===== src/rtl/gpio_atomic_pkg.sv =====
package gpio_atomic_pkg;

  // Feature register word indices (byte offset = index * 4)
  localparam int NUM_FEAT  = 6;
  localparam int F_OUTVAL  = 0;
  localparam int F_OUTEN   = 1;
  localparam int F_INEN    = 2;
  localparam int F_ALTO1   = 3;
  localparam int F_ALTO2   = 4;
  localparam int F_ALTI    = 5;
  localparam int W_RDBACK  = 6;
  localparam int W_POSEDGE = 7;
  localparam int W_NEGEDGE = 8;
  localparam int LAST_WORD = 8;

  localparam int BANK_SEL_W = 4;

  typedef struct packed {
    logic [NUM_FEAT-1:0]   featWr;
    logic                  posClr;
    logic                  negClr;
    logic [BANK_SEL_W-1:0] bankSel;
    logic [3:0]            rdSel;
    logic                  rdValid;
  } ctrl_strobe_t;

endpackage


===== src/rtl/gpio_atomic_ctrl.sv =====
module gpio_atomic_ctrl
  import gpio_atomic_pkg::*;
#(
  parameter int ADDR_W     = 8,
  parameter int BANK_SHIFT = 7,
  parameter int NUM_BANKS  = 2
) (
  input  logic [ADDR_W-1:0] busAddr,
  input  logic              busWrEn,
  output ctrl_strobe_t      strobe
);

  localparam int WORD_W = BANK_SHIFT - 2;
  localparam int BIDX_W = ADDR_W - BANK_SHIFT;

  logic [WORD_W-1:0] wordIdx;
  logic [BIDX_W-1:0] bankIdx;
  logic              inRange;

  always_comb begin
    wordIdx = busAddr[BANK_SHIFT-1:2];
    bankIdx = busAddr[ADDR_W-1:BANK_SHIFT];
    inRange = (int'(bankIdx) < NUM_BANKS) && (busAddr[1:0] == 2'b00);

    strobe         = '0;
    strobe.bankSel = BANK_SEL_W'(bankIdx);
    strobe.rdSel   = 4'(wordIdx);
    strobe.rdValid = inRange && (int'(wordIdx) <= LAST_WORD);

    for (int f = 0; f < NUM_FEAT; f++) begin
      strobe.featWr[f] = busWrEn && inRange && (int'(wordIdx) == f);
    end
    strobe.posClr = busWrEn && inRange && (int'(wordIdx) == W_POSEDGE);
    strobe.negClr = busWrEn && inRange && (int'(wordIdx) == W_NEGEDGE);
  end

endmodule


===== src/rtl/gpio_atomic_datapath.sv =====
module gpio_atomic_datapath
  import gpio_atomic_pkg::*;
#(
  parameter int          NUM_PINS  = 32,
  parameter int          BANK_W    = 16,
  parameter logic [31:0] RSVD_MASK = 32'hE080_0000
) (
  input  logic                  clk,
  input  logic                  rst_n,
  input  ctrl_strobe_t          strobe,
  input  logic [2*BANK_W-1:0]   busWrData,
  output logic [2*BANK_W-1:0]   busRdData,
  input  logic [NUM_PINS-1:0]   padIn,
  output logic [NUM_PINS-1:0]   padOut,
  output logic [NUM_PINS-1:0]   padOe,
  input  logic [NUM_PINS-1:0]   altOut1In,
  input  logic [NUM_PINS-1:0]   altOut2In,
  output logic [NUM_PINS-1:0]   altInData
);

  localparam int NUM_BANKS = NUM_PINS / BANK_W;
  localparam logic [NUM_PINS-1:0] LIVE = ~RSVD_MASK[NUM_PINS-1:0];

  logic [BANK_W-1:0] setBits, clrBits;
  assign setBits = busWrData[BANK_W-1:0];
  assign clrBits = busWrData[2*BANK_W-1:BANK_W];

  // Feature registers
  logic [NUM_FEAT-1:0][NUM_PINS-1:0] featQ, featD;

  always_comb begin
    featD = featQ;
    for (int f = 0; f < NUM_FEAT; f++) begin
      for (int b = 0; b < NUM_BANKS; b++) begin
        if (strobe.featWr[f] && int'(strobe.bankSel) == b) begin
          featD[f][b*BANK_W +: BANK_W] =
            (featQ[f][b*BANK_W +: BANK_W] | setBits) & ~clrBits;
        end
      end
      featD[f] = featD[f] & LIVE;
    end
  end

  always_ff @(posedge clk or negedge rst_n) begin
    if (!rst_n) featQ <= '0;
    else        featQ <= featD;
  end

  // Input synchronizer and previous sample
  logic [NUM_PINS-1:0] syncA, syncB, prevQ;

  always_ff @(posedge clk or negedge rst_n) begin
    if (!rst_n) begin
      syncA <= '0;
      syncB <= '0;
      prevQ <= '0;
    end else begin
      syncA <= padIn;
      syncB <= syncA;
      prevQ <= syncB;
    end
  end

  logic [NUM_PINS-1:0] inEn, readBack, riseEv, fallEv;
  assign inEn     = featQ[F_INEN];
  assign readBack = syncB & inEn & LIVE;
  assign riseEv   = syncB & ~prevQ & inEn & LIVE;
  assign fallEv   = ~syncB & prevQ & inEn & LIVE;

  // Edge status, write-one-to-clear from the low half
  logic [NUM_PINS-1:0] posQ, negQ, posClrMask, negClrMask;

  always_comb begin
    posClrMask = '0;
    negClrMask = '0;
    for (int b = 0; b < NUM_BANKS; b++) begin
      if (int'(strobe.bankSel) == b) begin
        if (strobe.posClr) posClrMask[b*BANK_W +: BANK_W] = setBits;
        if (strobe.negClr) negClrMask[b*BANK_W +: BANK_W] = setBits;
      end
    end
  end

  always_ff @(posedge clk or negedge rst_n) begin
    if (!rst_n) begin
      posQ <= '0;
      negQ <= '0;
    end else begin
      posQ <= (posQ & ~posClrMask) | riseEv;
      negQ <= (negQ & ~negClrMask) | fallEv;
    end
  end

  // Pad output multiplexer
  logic [NUM_PINS-1:0] a1Sel, a2Sel, drive;
  assign a1Sel  = featQ[F_ALTO1];
  assign a2Sel  = featQ[F_ALTO2];
  assign drive  = (a1Sel & altOut1In)
                | (~a1Sel & a2Sel & altOut2In)
                | (~a1Sel & ~a2Sel & featQ[F_OUTVAL]);
  assign padOe  = featQ[F_OUTEN];
  assign padOut = drive & padOe;
  assign altInData = syncB & inEn & featQ[F_ALTI];

  // Read multiplexer
  logic [NUM_PINS-1:0] rdVec;
  logic [BANK_W-1:0]   rdBank;

  always_comb begin
    case (int'(strobe.rdSel))
      F_OUTVAL, F_OUTEN, F_INEN, F_ALTO1, F_ALTO2, F_ALTI:
                 rdVec = featQ[strobe.rdSel[2:0]];
      W_RDBACK:  rdVec = readBack;
      W_POSEDGE: rdVec = posQ;
      W_NEGEDGE: rdVec = negQ;
      default:   rdVec = '0;
    endcase
    rdBank = '0;
    for (int b = 0; b < NUM_BANKS; b++) begin
      if (int'(strobe.bankSel) == b) rdBank = rdVec[b*BANK_W +: BANK_W];
    end
    busRdData = strobe.rdValid ? {{BANK_W{1'b0}}, rdBank} : '0;
  end

endmodule


===== src/rtl/gpio_atomic_bank.sv =====
module gpio_atomic_bank
  import gpio_atomic_pkg::*;
#(
  parameter int          NUM_PINS   = 32,
  parameter int          BANK_W     = 16,
  parameter int          ADDR_W     = 8,
  parameter int          BANK_SHIFT = 7,
  parameter logic [31:0] RSVD_MASK  = 32'hE080_0000
) (
  input  logic                clk,
  input  logic                rst_n,
  input  logic [ADDR_W-1:0]   busAddr,
  input  logic                busWrEn,
  input  logic [2*BANK_W-1:0] busWrData,
  output logic [2*BANK_W-1:0] busRdData,
  input  logic [NUM_PINS-1:0] padIn,
  output logic [NUM_PINS-1:0] padOut,
  output logic [NUM_PINS-1:0] padOe,
  input  logic [NUM_PINS-1:0] altOut1In,
  input  logic [NUM_PINS-1:0] altOut2In,
  output logic [NUM_PINS-1:0] altInData
);

  localparam int NUM_BANKS = NUM_PINS / BANK_W;

  ctrl_strobe_t strobe;

  gpio_atomic_ctrl #(
    .ADDR_W    (ADDR_W),
    .BANK_SHIFT(BANK_SHIFT),
    .NUM_BANKS (NUM_BANKS)
  ) i_ctrl (
    .busAddr(busAddr),
    .busWrEn(busWrEn),
    .strobe (strobe)
  );

  gpio_atomic_datapath #(
    .NUM_PINS (NUM_PINS),
    .BANK_W   (BANK_W),
    .RSVD_MASK(RSVD_MASK)
  ) i_dp (
    .clk      (clk),
    .rst_n    (rst_n),
    .strobe   (strobe),
    .busWrData(busWrData),
    .busRdData(busRdData),
    .padIn    (padIn),
    .padOut   (padOut),
    .padOe    (padOe),
    .altOut1In(altOut1In),
    .altOut2In(altOut2In),
    .altInData(altInData)
  );

endmodule


===== config.mk =====
export PLATFORM = sky130hd
export DESIGN_NAME = gpio_atomic_bank
export DESIGN_NICKNAME = d
export VERILOG_FILES = /design/src/rtl/gpio_atomic_pkg.sv /design/src/rtl/gpio_atomic_ctrl.sv /design/src/rtl/gpio_atomic_datapath.sv /design/src/rtl/gpio_atomic_bank.sv
export SDC_FILE = /design/constraint.sdc
export NUM_CORES = 1
export LEC_CHECK = 0
export ABC_CLOCK_PERIOD_IN_PS = 2700
export BUFFER_PORTS_ARGS = -buffer_cell sky130_fd_sc_hd__buf_4
export CORE_ASPECT_RATIO = 1.5
export CORE_MARGIN = 10
export CORE_UTILIZATION = 23
export DETAILED_ROUTE_END_ITERATION = 12
export PLACE_DENSITY = 0.45
export SLEW_MARGIN = 10
export SYNTH_ARGS = -nofsm -noshare
export SYNTH_HDL_FRONTEND = slang
export SYNTH_SLANG_ARGS = --single-unit
export TNS_END_PERCENT = 20

===== constraint.sdc =====
create_clock -name clk -period 2.7 [get_ports clk]
set_input_delay 0.27 -clock clk [delete_from_list [all_inputs] [get_ports clk]]
set_output_delay 0.27 -clock clk [all_outputs]
set_load 0.005 [all_outputs]

==> results.txt, run 1 <==
STA puts the critical path data arrival time at 2.36 ns. The number of clock sinks seen by CTS is between 300 and 400. Of the post-synthesis cell area, the dominant cell type holds 0.5284. The worst setup path is of the reg -> out kind. The post-route clock period utilization is 0.9742. The slew at the pin closest to its max-slew limit is roughly 1 ns. The number of placed instances, taps included came out at 2,448. After layout, the minimum clock period comes to 2.630 ns. The number of instances on the worst hold path came out at 2. The number of filler cells placed in the layout came out at 6,768. The maximum root-to-sink buffer count is 3.

Among all flip-flop cells after synthesis, the most frequent one is sky130_fd_sc_hd__dfrtp_1. The die area came out at around 0.076 mm². The worst hold path begins at busWrData[16]. The worst setup path is launched from a flop.

After routing, the total negative slack on setup checks comes to 0 ns. The count of input and output buffers is 226. The total of warnings raised by yosys came out at 0. For this block, the via count after detailed routing is ~12,000. The number of optimization iterations in the first detailed-route pass came out at 5. The growth of design area from synthesis to finish is 28.98%. In the final layout, the share of cells above drive strength 1 is 0.2432.

The share of total power dissipated in sequential elements is 0.451. The run finished with clean final reports. Setup repair after global routing could not meet its margin everywhere. Across every metal layer, demand over resource in global routing totals 0.1521. The number of antenna violations at the first check in global routing was 2. The part of the total power dissipated in the clock network is 0.449. The required time reported for the critical path endpoint is between 2 and 2.5 ns. The number of clock buffers added by TritonCTS is 37. For this design the static power due to leakage is ~8.5 nW. The cell-internal power came out at 8.745 mW.

The placed instances occupy a cell area of 0.01757 mm². The global-route wire length before repair is 87,440 µm. The post-detailed-route count of antenna-violating nets is 0. After the last flow step, the layout net total stands at 1,802. Of the synthesized area, sequential elements account for 0.5284. The setup check on the worst reg-to-reg path leaves a slack of 1.78 ns.

In the synthesized netlist, the number of instances is between 1,000 and 1,500. The cell area that synthesis handed to floorplanning was 0.01497 mm². The clock latency of the later-clocked register in the worst-skew pair came out at 0.54 ns. TritonCTS built the clock tree. The final estimated routing congestion in global placement came out at 0.7980.

Of the total power, combinational logic draws 0.100. 0 antenna diodes ended up in the layout. The area occupied by registers came out at 0.007908 mm². The worst relative slew slack is 0.3282. The post-CTS repair timing setup buffer count came out at 0. Sorting the synthesized cells by area gives the leading types as sky130_fd_sc_hd__dfrtp_1 53%, sky130_fd_sc_hd__a21oi_1 11%, sky130_fd_sc_hd__mux2i_1 7.0%. The cell depth of the worst flop-to-flop path is 2. The origin of the critical flop-to-flop path is i_dp.syncB[12]$_DFF_PN0_. Max-cap violations in this run came to 0.

A synthesized cell averages around 10 µm². Measured along the x axis, the die boundary spans between 200 and 250 µm. The maximum number of pins on one net before global-route repair came out at between 70 and 80. The average via count per standard cell is 4.811. The placeable core area is 0.06447 mm². The final number of max-transition violations came to 0. The setup clock skew after layout came out at just over 0.01 ns. The clock-pin transition on the worst setup and hold timing paths is 0.06 ns.

The maximum resistive drop on vdd came out at 421.5 µV. The switching power as a share of total power is 0.2581. After routing the design area is 0.01930 mm². The number of setup violations in the final report came out at 0. CTS placed an instance of sky130_fd_sc_hd__clkbuf_16 at the clock tree root. The final routed DRC violation total came out at 0. The number of hold violations in the final report came out at 0.

The worst min-delay path class is in -> reg. The area used by multi-input combinational logic is approximately 0.0061 mm². The number of global-route vias before repair is 12,700. In this run the count of I/O pins placed on the die edge is 267.

Synthesis inferred 316 register bits. The share of flip-flops with an asynchronous set or reset is 1.000. The hold slack is 0.03297 ns. The leftover overflow at the end of global routing is 0. The initial utilization of the core area, before any placement, comes to 0.2321.

The endpoint with the worst hold slack is i_dp.featQ[160]$_DFFE_PN0P_. In the final routed layout, each cell accounts on average for 23.22 µm. Measured on the finished design, the core utilization comes to 0.2994. After floorplanning, the core was divided into between 100 and 150 placement rows. The detailed router finished its first iteration with roughly 1,100 violations.

The most critical setup path has its startpoint at i_dp.inEn[13]$_DFFE_PN0P_. The sum of net half-perimeters after detailed placement came out at 42,790 µm. The endpoint class of the critical path is an output port. The maximum fanout along the worst path is 6. The number of synthesized flops with an enable pin came out at 0. The fmax came out at between 300 and 400 MHz.

The capturing point of the worst reg2reg path is i_dp.negQ[12]$_DFF_PN0_. The switching power total came out at 3.042 mW. The most area-hungry cell type in the Yosys netlist is sky130_fd_sc_hd__dfrtp_1. The maximum level of the CTS H-tree is 2. The number of distinct library cells after synthesis is 44. The final layout contains routed wiring with a total length of 59,450 µm.

The die span in y is between 300 and 400 µm. The number of standard cells in the final layout excluding fillers is 2,560. The power density over cell area is ~610 mW/mm².
==> synthesized netlist by cell type, types with 8 or more instances <==
library cell and number:
sky130_fd_sc_hd__a21boi_0 8, sky130_fd_sc_hd__a21o_1 12, sky130_fd_sc_hd__a21oi_1 334, sky130_fd_sc_hd__a21oi_2 26
sky130_fd_sc_hd__a221oi_1 16, sky130_fd_sc_hd__a32o_1 31, sky130_fd_sc_hd__a32oi_1 36, sky130_fd_sc_hd__and2_1 28
sky130_fd_sc_hd__and3_1 28, sky130_fd_sc_hd__buf_2 44, sky130_fd_sc_hd__buf_4 58, sky130_fd_sc_hd__clkbuf_1 61
sky130_fd_sc_hd__dfrtp_1 316, sky130_fd_sc_hd__inv_1 28, sky130_fd_sc_hd__mux2i_1 104, sky130_fd_sc_hd__nand2_1 131
sky130_fd_sc_hd__nor2_1 14, sky130_fd_sc_hd__nor4_4 8, sky130_fd_sc_hd__o21ai_0 52, sky130_fd_sc_hd__o22ai_1 12
sky130_fd_sc_hd__o2bb2ai_1 29
==> worst max-delay path, stage by stage, from the launching register on <==
cell	delay, ns
sky130_fd_sc_hd__dfrtp_1	0.44
sky130_fd_sc_hd__mux4_2	0.50
sky130_fd_sc_hd__a2111oi_1	0.41
sky130_fd_sc_hd__a211oi_1	0.15
sky130_fd_sc_hd__buf_4	0.17
sky130_fd_sc_hd__buf_4	0.13
==> metrics by stage <==
| step | setup WS, ns | power (mW) |
|---|---|---|
| final | 0.06969 | 11.79 |
| after global routing | -0.06028 | 12.27 |
| after CTS | 0.0001863 | 11.95 |
| after detailed placement | 0.1643 | 6.532 |
| after global placement | 0.1097 | 6.501 |
| after floorplan | 0.6859 | 5.946 |
==> power groups by stage <==
| stage | Combinational (mW) | Sequential (mW) | Clock, mW |
|---|---|---|---|
| 2_1_floorplan | 0.643 | 5.30 | 0 |
| 3_3_place_gp | 1.11 | 5.39 | 0 |
| 3_5_place_dp | 1.13 | 5.40 | 0 |
| 4_1_cts | 1.19 | 5.32 | 5.44 |
| 5_1_grt | 1.29 | 5.36 | 5.62 |
| 6_report | 1.17 | 5.32 | 5.29 |
==> placed cells by master, fill, tap and decap left out, types with 29 or more instances in the layout <==
cell                            netlist  final
sky130_fd_sc_hd__a21oi_1            334    334
sky130_fd_sc_hd__dfrtp_1            316    316
sky130_fd_sc_hd__buf_4               58    283
sky130_fd_sc_hd__nand2_1            131    131
sky130_fd_sc_hd__mux2i_1            104    104
sky130_fd_sc_hd__o21ai_0             52     52
sky130_fd_sc_hd__dlygate4sd3_1        0     46
sky130_fd_sc_hd__clkbuf_16            0     38
sky130_fd_sc_hd__a32oi_1             36     36
sky130_fd_sc_hd__a32o_1              31     31
sky130_fd_sc_hd__o2bb2ai_1           29     29
==> state kept, by name, indices dropped and copies added, names as in the netlist <==
| register | flops |
|---|---|
| i_dp.featQ | 56 |
| i_dp.negQ | 32 |
| i_dp.posQ | 32 |
| i_dp.a1Sel | 28 |
| i_dp.a2Sel | 28 |
| i_dp.inEn | 28 |
| i_dp.padOe | 28 |
| i_dp.prevQ | 28 |
| i_dp.syncA | 28 |
| i_dp.syncB | 28 |
==> routing by layer <==
| layer | vias up | GRT usage | share of wire |
|---|---|---|---|
| li1 | 5590 | - | - |
| met1 | 6174 | 0.1889 | 0.42 |
| met2 | 465 | 0.2588 | 0.50 |
| met3 | 84 | 0.03051 | 0.057 |
| met4 | 2 | 0.05145 | 0.030 |
| met5 | - | 0 | 0.00022 |
==> layout make-up <==
type                            count  area share
Clock inverter                     13    0.009723
Multi-Input combinational cell    939      0.3168
Inverter                           28    0.005445
Timing Repair Buffer              341      0.1461
Tap cell                          870     0.05639
Sequential cell                   316      0.4097
Clock buffer                       53     0.05581
==> what timing repair did <==
action,4_1_cts,5_1_grt
resized for setup,2,3
endpoints found under the hold margin,224,0
hold buffers,46,0
gates cloned,0,0
setup endpoints to repair,1,3
==> kinds of logic (layout without fill, tap and decap cells) <==
group                  after synthesis  after routing  synth area share
buffers and inverters              201            435           0.07282
multiplexers                       108            108           0.07558
other                                1             28         0.0002506
AND/OR/NAND/NOR                    238            238           0.09063
AO/OA/AOI/OAI                      565            565            0.2323
flip-flops                         316            316            0.5284
==> how the worst max path moves through the flow <==
stage / end / slack (ns)
floorplan: busRdData[13] / 0.69
global placement: busRdData[14] / 0.11
detailed placement: busRdData[12] / 0.16
CTS: busRdData[13] / 0.0002
global route: busRdData[15] / -0.06
finish: busRdData[13] / 0.07
Power figures use the tool's default switching activity.
==> run 2: changes to the inputs <==
--- a/config.mk
+++ b/config.mk
@@ -5,7 +5,7 @@
 export SDC_FILE = /design/constraint.sdc
 export NUM_CORES = 1
 export LEC_CHECK = 0
-export ABC_CLOCK_PERIOD_IN_PS = 2700
+export ABC_CLOCK_PERIOD_IN_PS = 2500
 export BUFFER_PORTS_ARGS = -buffer_cell sky130_fd_sc_hd__buf_4
 export CORE_ASPECT_RATIO = 1.5
 export CORE_MARGIN = 10
==> constraint.sdc (replaced) <==
create_clock -name clk -period 2.5 [get_ports clk]
set_input_delay 0.25 -clock clk [delete_from_list [all_inputs] [get_ports clk]]
set_output_delay 0.25 -clock clk [all_outputs]
set_load 0.005 [all_outputs]
==> results.txt, run 2 (synthesis gave the netlist of run 1 again) <==
The tightest min-delay check is of the in -> reg type. The maximum fanout along the worst path is 3 (-3). The number of flip-flops in the largest register was 56 (unchanged). The leakage power of the design was 8.604 nW (+1.4%). The number of filler cells placed in the layout is 6,770 (+0.030%). The number of clock buffers inserted by TritonCTS came to 36 (-2.7%).

The final number of max-transition violations was 0 (unchanged). The die span in y is 332.4 µm (unchanged). The placeable core area is 0.06447 mm² (unchanged). The CTS tree is done. The power density over cell area came out at 640.7 mW/mm² (+4.9%). The global-route wire length before repair came to 88,500 µm (+1.2%). The fmax is 410.6 MHz. The final routed DRC violation total was 0 (unchanged).

The minimum setup slack among reg-to-reg paths came out at 1.59 ns (-0.19 ns). The fraction of final layout cells with drive strength greater than 1 came out at 0.2551 (+0.01192). The total power consumption of the routed design was 12.53 mW (+6.3%).

The area after detailed placement is 0.01772 mm² (+0.87%). The average via count per standard cell is 4.814 (about the same). The number of global-route vias before repair is 13,060 (+2.8%).

The critical path data arrival time was 2.19 ns (-0.17 ns). In the layout the commonest cells are 334 x sky130_fd_sc_hd__a21oi_1, 316 x sky130_fd_sc_hd__dfrtp_1, 299 x sky130_fd_sc_hd__buf_4. The first-iteration detailed-routing DRC count came to 899 (-16%). The post-route cell area was 0.01956 mm² (+1.3%). The post-route clock period utilization came out at 0.9741. The number of hold violations in the final report came out at 0 (unchanged). The number of core rows came out at 114 (unchanged). The number of antenna violations at the first check in global routing came out at 0 (-2). The largest registers in the layout are i_dp.featQ x56, i_dp.negQ x32, i_dp.posQ x32. The run finished with clean final reports. The overall routed net length came out at 59,890 µm (+0.74%). The final critical delay including setup and external delays is 2.435 ns. The number of standard cells in the final layout excluding fillers came to 2,579 (+0.74%). The post-route setup TNS is 0 ns (unchanged). The final layout net count came out at 1,822 (+1.1%).

The maximum number of pins on one net before global-route repair is 76 (+5.6%). Setup repair after global routing could not meet its margin everywhere. The origin of the critical flop-to-flop path is i_dp.syncB[4]$_DFF_PN0_. The count of input and output buffers came to 226 (unchanged). The clock-pin transition on the worst setup and hold timing paths is 0.07 ns (about the same). The worst relative slew slack came out at 0.3181 (-0.01002). The number of clock sinks seen by CTS is 316 (unchanged). The width of the chip came to 228.3 µm (unchanged). The endpoint class of the critical path is an output port. The slew at the pin closest to its max-slew limit came to 1.018 ns (+0.01497 ns). The number of setup violations in the final report is 0 (unchanged).

The maximum root-to-sink buffer count was 3 (unchanged). The final estimated routing congestion in global placement came to 0.8320 (+4.3%). The start-to-end type of the worst setup path is reg -> out. The setup clock skew after layout is 0.01695 ns (+0.006768 ns). The cell depth of the worst flop-to-flop path came out at 2 (unchanged). The final worst setup slack was 0.06470 ns (-0.004990 ns). The maximum resistive drop on vdd is 452.0 µV (+7.2%).

The number of optimization iterations in the first detailed-route pass is 5 (unchanged). The wire length per cell came out at 23.22 µm (about the same). The required time reported for the critical path endpoint is 2.25 ns (-0.18 ns). The die area came out at 0.07588 mm² (unchanged). The post-detailed-route count of antenna-violating nets came out at 0 (unchanged).

The number of max-capacitance violations reported came out at 0 (unchanged). The number of inserted diodes is 0 (unchanged). The number of placed instances, taps included was 2,460 (+0.49%). The global-route usage over all layers came out at 0.1532 (+0.001112). The number of I/O pins is 267 (unchanged). In this run the worst setup path begins at i_dp.featQ[7]$_DFFE_PN0P_. The register with the most flip-flops in the final layout is i_dp.featQ. Leaving out fill and tap cells, the most frequent cell in the layout is sky130_fd_sc_hd__a21oi_1. The sum of net half-perimeters after detailed placement came out at 42,850 µm (+0.14%). The growth of design area from synthesis to finish is 30.68%. CTS placed an instance of sky130_fd_sc_hd__clkbuf_16 at the clock tree root.

The pre-CTS setup slack came out at -0.04379 ns (-0.2081 ns). The clock latency of the later-clocked register in the worst-skew pair was 0.54 ns (about the same). The vias after detailed routing came out at 12,420 (+0.81%). The starting utilization of the core area is 0.2321 (unchanged). The worst setup path is launched from a flop. In this run the worst setup path terminates at busRdData[7]. The maximum level of the CTS H-tree was 2 (unchanged). The capturing point of the worst reg2reg path is i_dp.negQ[4]$_DFF_PN0_. The leftover overflow at the end of global routing was 0 (unchanged).
-- run 2: changes by cell type in the layout (fill, tap and decap cells not counted), moves of 3 or more --
cell / change
sky130_fd_sc_hd__a211oi_2: +3
sky130_fd_sc_hd__buf_4: +16
sky130_fd_sc_hd__buf_12: +5
sky130_fd_sc_hd__a2111oi_1: -3
sky130_fd_sc_hd__a2111oi_4: +4
sky130_fd_sc_hd__a211oi_1: -3
-- run 2: critical path: stages (launching register included) --
cell,delay (ns)
sky130_fd_sc_hd__dfrtp_1,0.41
sky130_fd_sc_hd__mux4_2,0.50
sky130_fd_sc_hd__a2111oi_4,0.33
sky130_fd_sc_hd__a211oi_2,0.14
sky130_fd_sc_hd__buf_4,0.15
sky130_fd_sc_hd__buf_4,0.12
-- run 2: layer usage --
layer / share of wire / wire length [µm] / up-vias / track usage
met3: 0.047 / 2809 / 98 / 0.02156
li1: - / - / 5652 / -
met4: 0.036 / 2131 / 0 / 0.05756
met5: 0 / 0 / - / 0
met1: 0.42 / 25140 / 6227 / 0.1893
met2: 0.50 / 29800 / 438 / 0.2661
-- run 2: how the worst min path moves through the flow --
| stage | start | endpoint | slack (ns) | cells after the start |
|---|---|---|---|---|
| 3_5_place_dp | rst_n | i_dp.syncB[20]$_DFF_PN0_ | 0.29 | 1 |
| 5_1_grt | busWrData[28] | i_dp.a1Sel[12]$_DFFE_PN0P_ | 0.02 | 2 |
| 3_3_place_gp | rst_n | i_dp.syncB[20]$_DFF_PN0_ | 0.30 | 1 |
| 6_report | busWrData[16] | i_dp.featQ[0]$_DFFE_PN0P_ | 0.03 | 2 |
| 4_1_cts | busWrData[28] | i_dp.a1Sel[12]$_DFFE_PN0P_ | 0.0002 | 2 |
| 2_1_floorplan | rst_n | i_dp.a1Sel[0]$_DFFE_PN0P_ | -0.05 | 0 |
-- run 2: repair_timing --
| action | CTS | global route |
|---|---|---|
| endpoints found under the hold margin | 213 | 0 |
| endpoints found under the setup margin | 5 | 4 |
| gates cloned | 0 | 0 |
| pin swaps | 5 | 3 |
| hold buffers | 46 | 0 |
| setup buffers | 5 | 4 |
| gates resized for setup | 13 | 4 |
-- run 2: power by group --
| part | leakage (nW) | internal, mW | total, mW | switching (mW) |
|---|---|---|---|---|
| Sequential | 4.02 | 5.45 | 5.75 | 0.291 |
| Combinational | 4.00 | 0.599 | 1.32 | 0.725 |
| Clock | 0.589 | 3.25 | 5.46 | 2.21 |
-- run 2: metrics by stage --
step | util | hold WS (ns)
after detailed placement | 0.2748 | 0.2935
after floorplan | - | -0.04559
after global placement | 0.2748 | 0.2988
after CTS | 0.3023 | 0.0002435
final | 0.3034 | 0.02697
after global routing | 0.3034 | 0.02247
-- run 2: cell type report --
class	count	area, µm²	area share
multi-input cells	939	6211	0.3176
well taps	870	1089	0.05566
clock buffers	53	1057	0.05406
clock inverters	11	147.6	0.007549
repair buffers	362	3040	0.1555
inverters	28	105.1	0.005374
flip-flops and latches	316	7908	0.4043
==> run 3: changes to the inputs <==
--- a/config.mk
+++ b/config.mk
@@ -5,13 +5,13 @@
 export SDC_FILE = /design/constraint.sdc
 export NUM_CORES = 1
 export LEC_CHECK = 0
-export ABC_CLOCK_PERIOD_IN_PS = 2500
+export ABC_CLOCK_PERIOD_IN_PS = 3000
 export BUFFER_PORTS_ARGS = -buffer_cell sky130_fd_sc_hd__buf_4
 export CORE_ASPECT_RATIO = 1.5
 export CORE_MARGIN = 10
-export CORE_UTILIZATION = 23
+export CORE_UTILIZATION = 50
 export DETAILED_ROUTE_END_ITERATION = 12
-export PLACE_DENSITY = 0.45
+export PLACE_DENSITY = 0.78
 export SLEW_MARGIN = 10
 export SYNTH_ARGS = -nofsm -noshare
 export SYNTH_HDL_FRONTEND = slang
==> constraint.sdc (replaced) <==
create_clock -name clk -period 3 [get_ports clk]
set_input_delay 0.3 -clock clk [delete_from_list [all_inputs] [get_ports clk]]
set_output_delay 0.3 -clock clk [all_outputs]
set_load 0.005 [all_outputs]
==> results.txt, run 3 (synthesis gave the netlist of run 1 again) <==
The fmax is 372.9 MHz. CTS placed an instance of sky130_fd_sc_hd__clkbuf_16 at the clock tree root. The maximum number of pins on one net before global-route repair was 87 (+14%). The count of input and output buffers is 226 (unchanged).

The largest registers in the layout are i_dp.featQ x56, i_dp.negQ x32, i_dp.posQ x32. The switching power total is 2.455 mW (-24%). The global-route usage over all layers is 0.2500 (+0.09673).

The die area is 0.03739 mm² (-51%). The number of max-capacitance violations reported came to 0 (unchanged). The final routed DRC violation total is 0 (unchanged). The first-iteration detailed-routing DRC count came out at 1,084 (+21%). The number of clock buffers inserted by TritonCTS is 30 (-17%). The total power consumption of the routed design is 10.10 mW (-19%). The number of setup violations in the final report is 0 (unchanged). The post-route clock period utilization is 0.8939. The worst setup path is captured at an output port.

The part of the power in registers is 0.474 (+0.016). Setup repair after global routing left no endpoint under its margin. The setup clock skew after layout was 0.006800 ns (-0.01015 ns). The total of cells resized after clock tree synthesis was 0 (-13). The part of the total power dissipated in the clock network is 0.426 (-0.010).

The placeable core area is 0.02948 mm² (-54%). The die span in y came out at 231.9 µm (-30%). The leftover overflow at the end of global routing came out at 0 (unchanged). The wire length per cell came out at 23.53 µm (+1.3%). The maximum root-to-sink buffer count is 3 (unchanged).

In the layout the commonest cells are 334 x sky130_fd_sc_hd__a21oi_1, 316 x sky130_fd_sc_hd__dfrtp_1, 276 x sky130_fd_sc_hd__buf_4. The width of the chip came out at 161.3 µm (-29%). The relative contribution of combinational cells to total power is 0.100 (-0.006). The number of global-route vias before repair is 13,100 (+0.34%). The final critical delay including setup and external delays is 2.682 ns. The post-route setup TNS is 0 ns (unchanged). The worst relative slew slack was 0.3817 (+0.06359).

The maximum level of the CTS H-tree is 1 (-1). The maximum resistive drop on vdd came out at 514.8 µV (+14%). The number of flip-flops in the largest register is 56 (unchanged). The clock latency of the later-clocked register in the worst-skew pair came out at 0.58 ns (+0.04 ns). The cell-internal power came out at 7.643 mW (-18%). The slew at the pin closest to its max-slew limit came out at 0.9240 ns (-0.09418 ns).

The critical path data arrival time was 2.38 ns (+0.19 ns). The post-CTS repair timing setup buffer count came out at 0 (-5). The switching power as a share of total power came out at 0.2431 (-0.01429). The power density over cell area is 548.2 mW/mm² (-14%). The hold slack was 0.01134 ns (-0.01563 ns). The worst setup path is launched from a flop. The final layout net count came out at 1,783 (-2.1%). The maximum fanout along the worst path came out at 4 (+1).

The leakage power of the design is 8.353 nW (-2.9%). The average via count per standard cell came to 6.149 (+28%). The number of core rows is 77 (-32%). The number of clock sinks seen by CTS came out at 316 (unchanged). The required time reported for the critical path endpoint is 2.70 ns (+0.45 ns).

The number of I/O pins is 267 (unchanged). The vias after detailed routing is 12,690 (+2.2%). The critical path in this run is classified as reg -> out.

The overall routed net length is 48,550 µm (-19%). The final estimated routing congestion in global placement is 0.8850 (+6.4%). The number of hold violations in the final report is 0 (unchanged). The clock-pin transition on the worst setup and hold timing paths came out at 0.07 ns (about the same). The global-route wire length before repair is 74,640 µm (-16%). The starting utilization of the core area is 0.5076 (+0.2755). The register with the most flip-flops in the final layout is i_dp.featQ. The growth of design area from synthesis to finish is 23.08%.

The final number of max-transition violations came out at 0 (unchanged). The number of antenna violations at the first check in global routing came out at 1 (+1). TritonCTS built the clock tree.

The fraction of final layout cells with drive strength greater than 1 is 0.2346 (-0.02057). In this run the worst hold path is classified as in -> reg. The library cell used most frequently in the layout, excluding fill and tap cells, is sky130_fd_sc_hd__a21oi_1. The number of optimization iterations in the first detailed-route pass was 6 (+1).

The flow ran to the end, and the final reports show no timing, DRC or antenna violations. The post-detailed-route count of antenna-violating nets came out at 0 (unchanged). The sum of net half-perimeters after detailed placement is 32,570 µm (-24%).
==> run 3: power by group through the flow <==
stage | sequential, mW | clock [mW] | combinational, mW
finish | 4.78 | 4.30 | 1.01
global route | 4.81 | 4.50 | 1.10
CTS | 4.78 | 4.33 | 1.01
detailed placement | 4.85 | 0 | 0.956
global placement | 4.83 | 0 | 0.925
floorplan | 4.77 | 0 | 0.579
==> run 3: routing by layer <==
| layer | vias up | routed length, µm | GRT usage | share of wire |
|---|---|---|---|---|
| met3 | 151 | 4122 | 0.04436 | 0.085 |
| met5 | - | 0 | 0 | 0 |
| met4 | 0 | 2406 | 0.1363 | 0.050 |
| li1 | 5553 | - | - | - |
| met2 | 752 | 23890 | 0.4146 | 0.49 |
| met1 | 6229 | 18130 | 0.3036 | 0.37 |
==> run 3: final timing paths <==
check                           depth (start not counted)                       from  slack (ns)                       end
worst max-delay path                                    4  i_dp.a1Sel[7]$_DFFE_PN0P_        0.32              busRdData[7]
max in group asynchronous                               3                      rst_n        1.77   i_dp.syncB[3]$_DFF_PN0_
worst min-delay path                                    2              busWrData[15]        0.01   i_dp.negQ[31]$_DFF_PN0_
min in group asynchronous                               2                      rst_n        0.30  i_dp.syncA[14]$_DFF_PN0_
worst min register to register                          0    i_dp.syncA[8]$_DFF_PN0_        0.35   i_dp.syncB[8]$_DFF_PN0_
worst max register to register                          2   i_dp.syncB[18]$_DFF_PN0_        2.11   i_dp.negQ[18]$_DFF_PN0_
==> run 3: area by class of cell <==
type	count	area (µm²)
inverters	28	105.1
diodes	1	2.502
clock buffers	44	924.6
flip-flops and latches	316	7908
clock inverters	11	205.2
repair buffers	329	2678
multi-input cells	939	6103
fillers	2349	11060
well taps	395	494.2
==> run 3: through the flow <==
stage,cells,instance area (µm²),util,setup slack [ns]
5_1_grt,2063,18420,0.6248,0.2590
2_1_floorplan,1456,15070,-,0.9259
3_5_place_dp,1962,16840,0.5711,0.4400
6_report,2063,18420,0.6248,0.3184
3_3_place_gp,1962,16840,0.5711,0.4676
4_1_cts,2062,18420,0.6247,0.3212
==> run 3: repair_timing <==
action,CTS,global route
hold buffers,45,0
endpoints found under the hold margin,193,0
setup endpoints to repair,0,0
==> run 3: critical path, stage by stage, from the launching register on <==
cell and delay [ns]:
sky130_fd_sc_hd__dfrtp_1 0.44, sky130_fd_sc_hd__mux4_2 0.49, sky130_fd_sc_hd__a2111oi_0 0.48, sky130_fd_sc_hd__a211oi_1 0.21, sky130_fd_sc_hd__buf_4 0.18
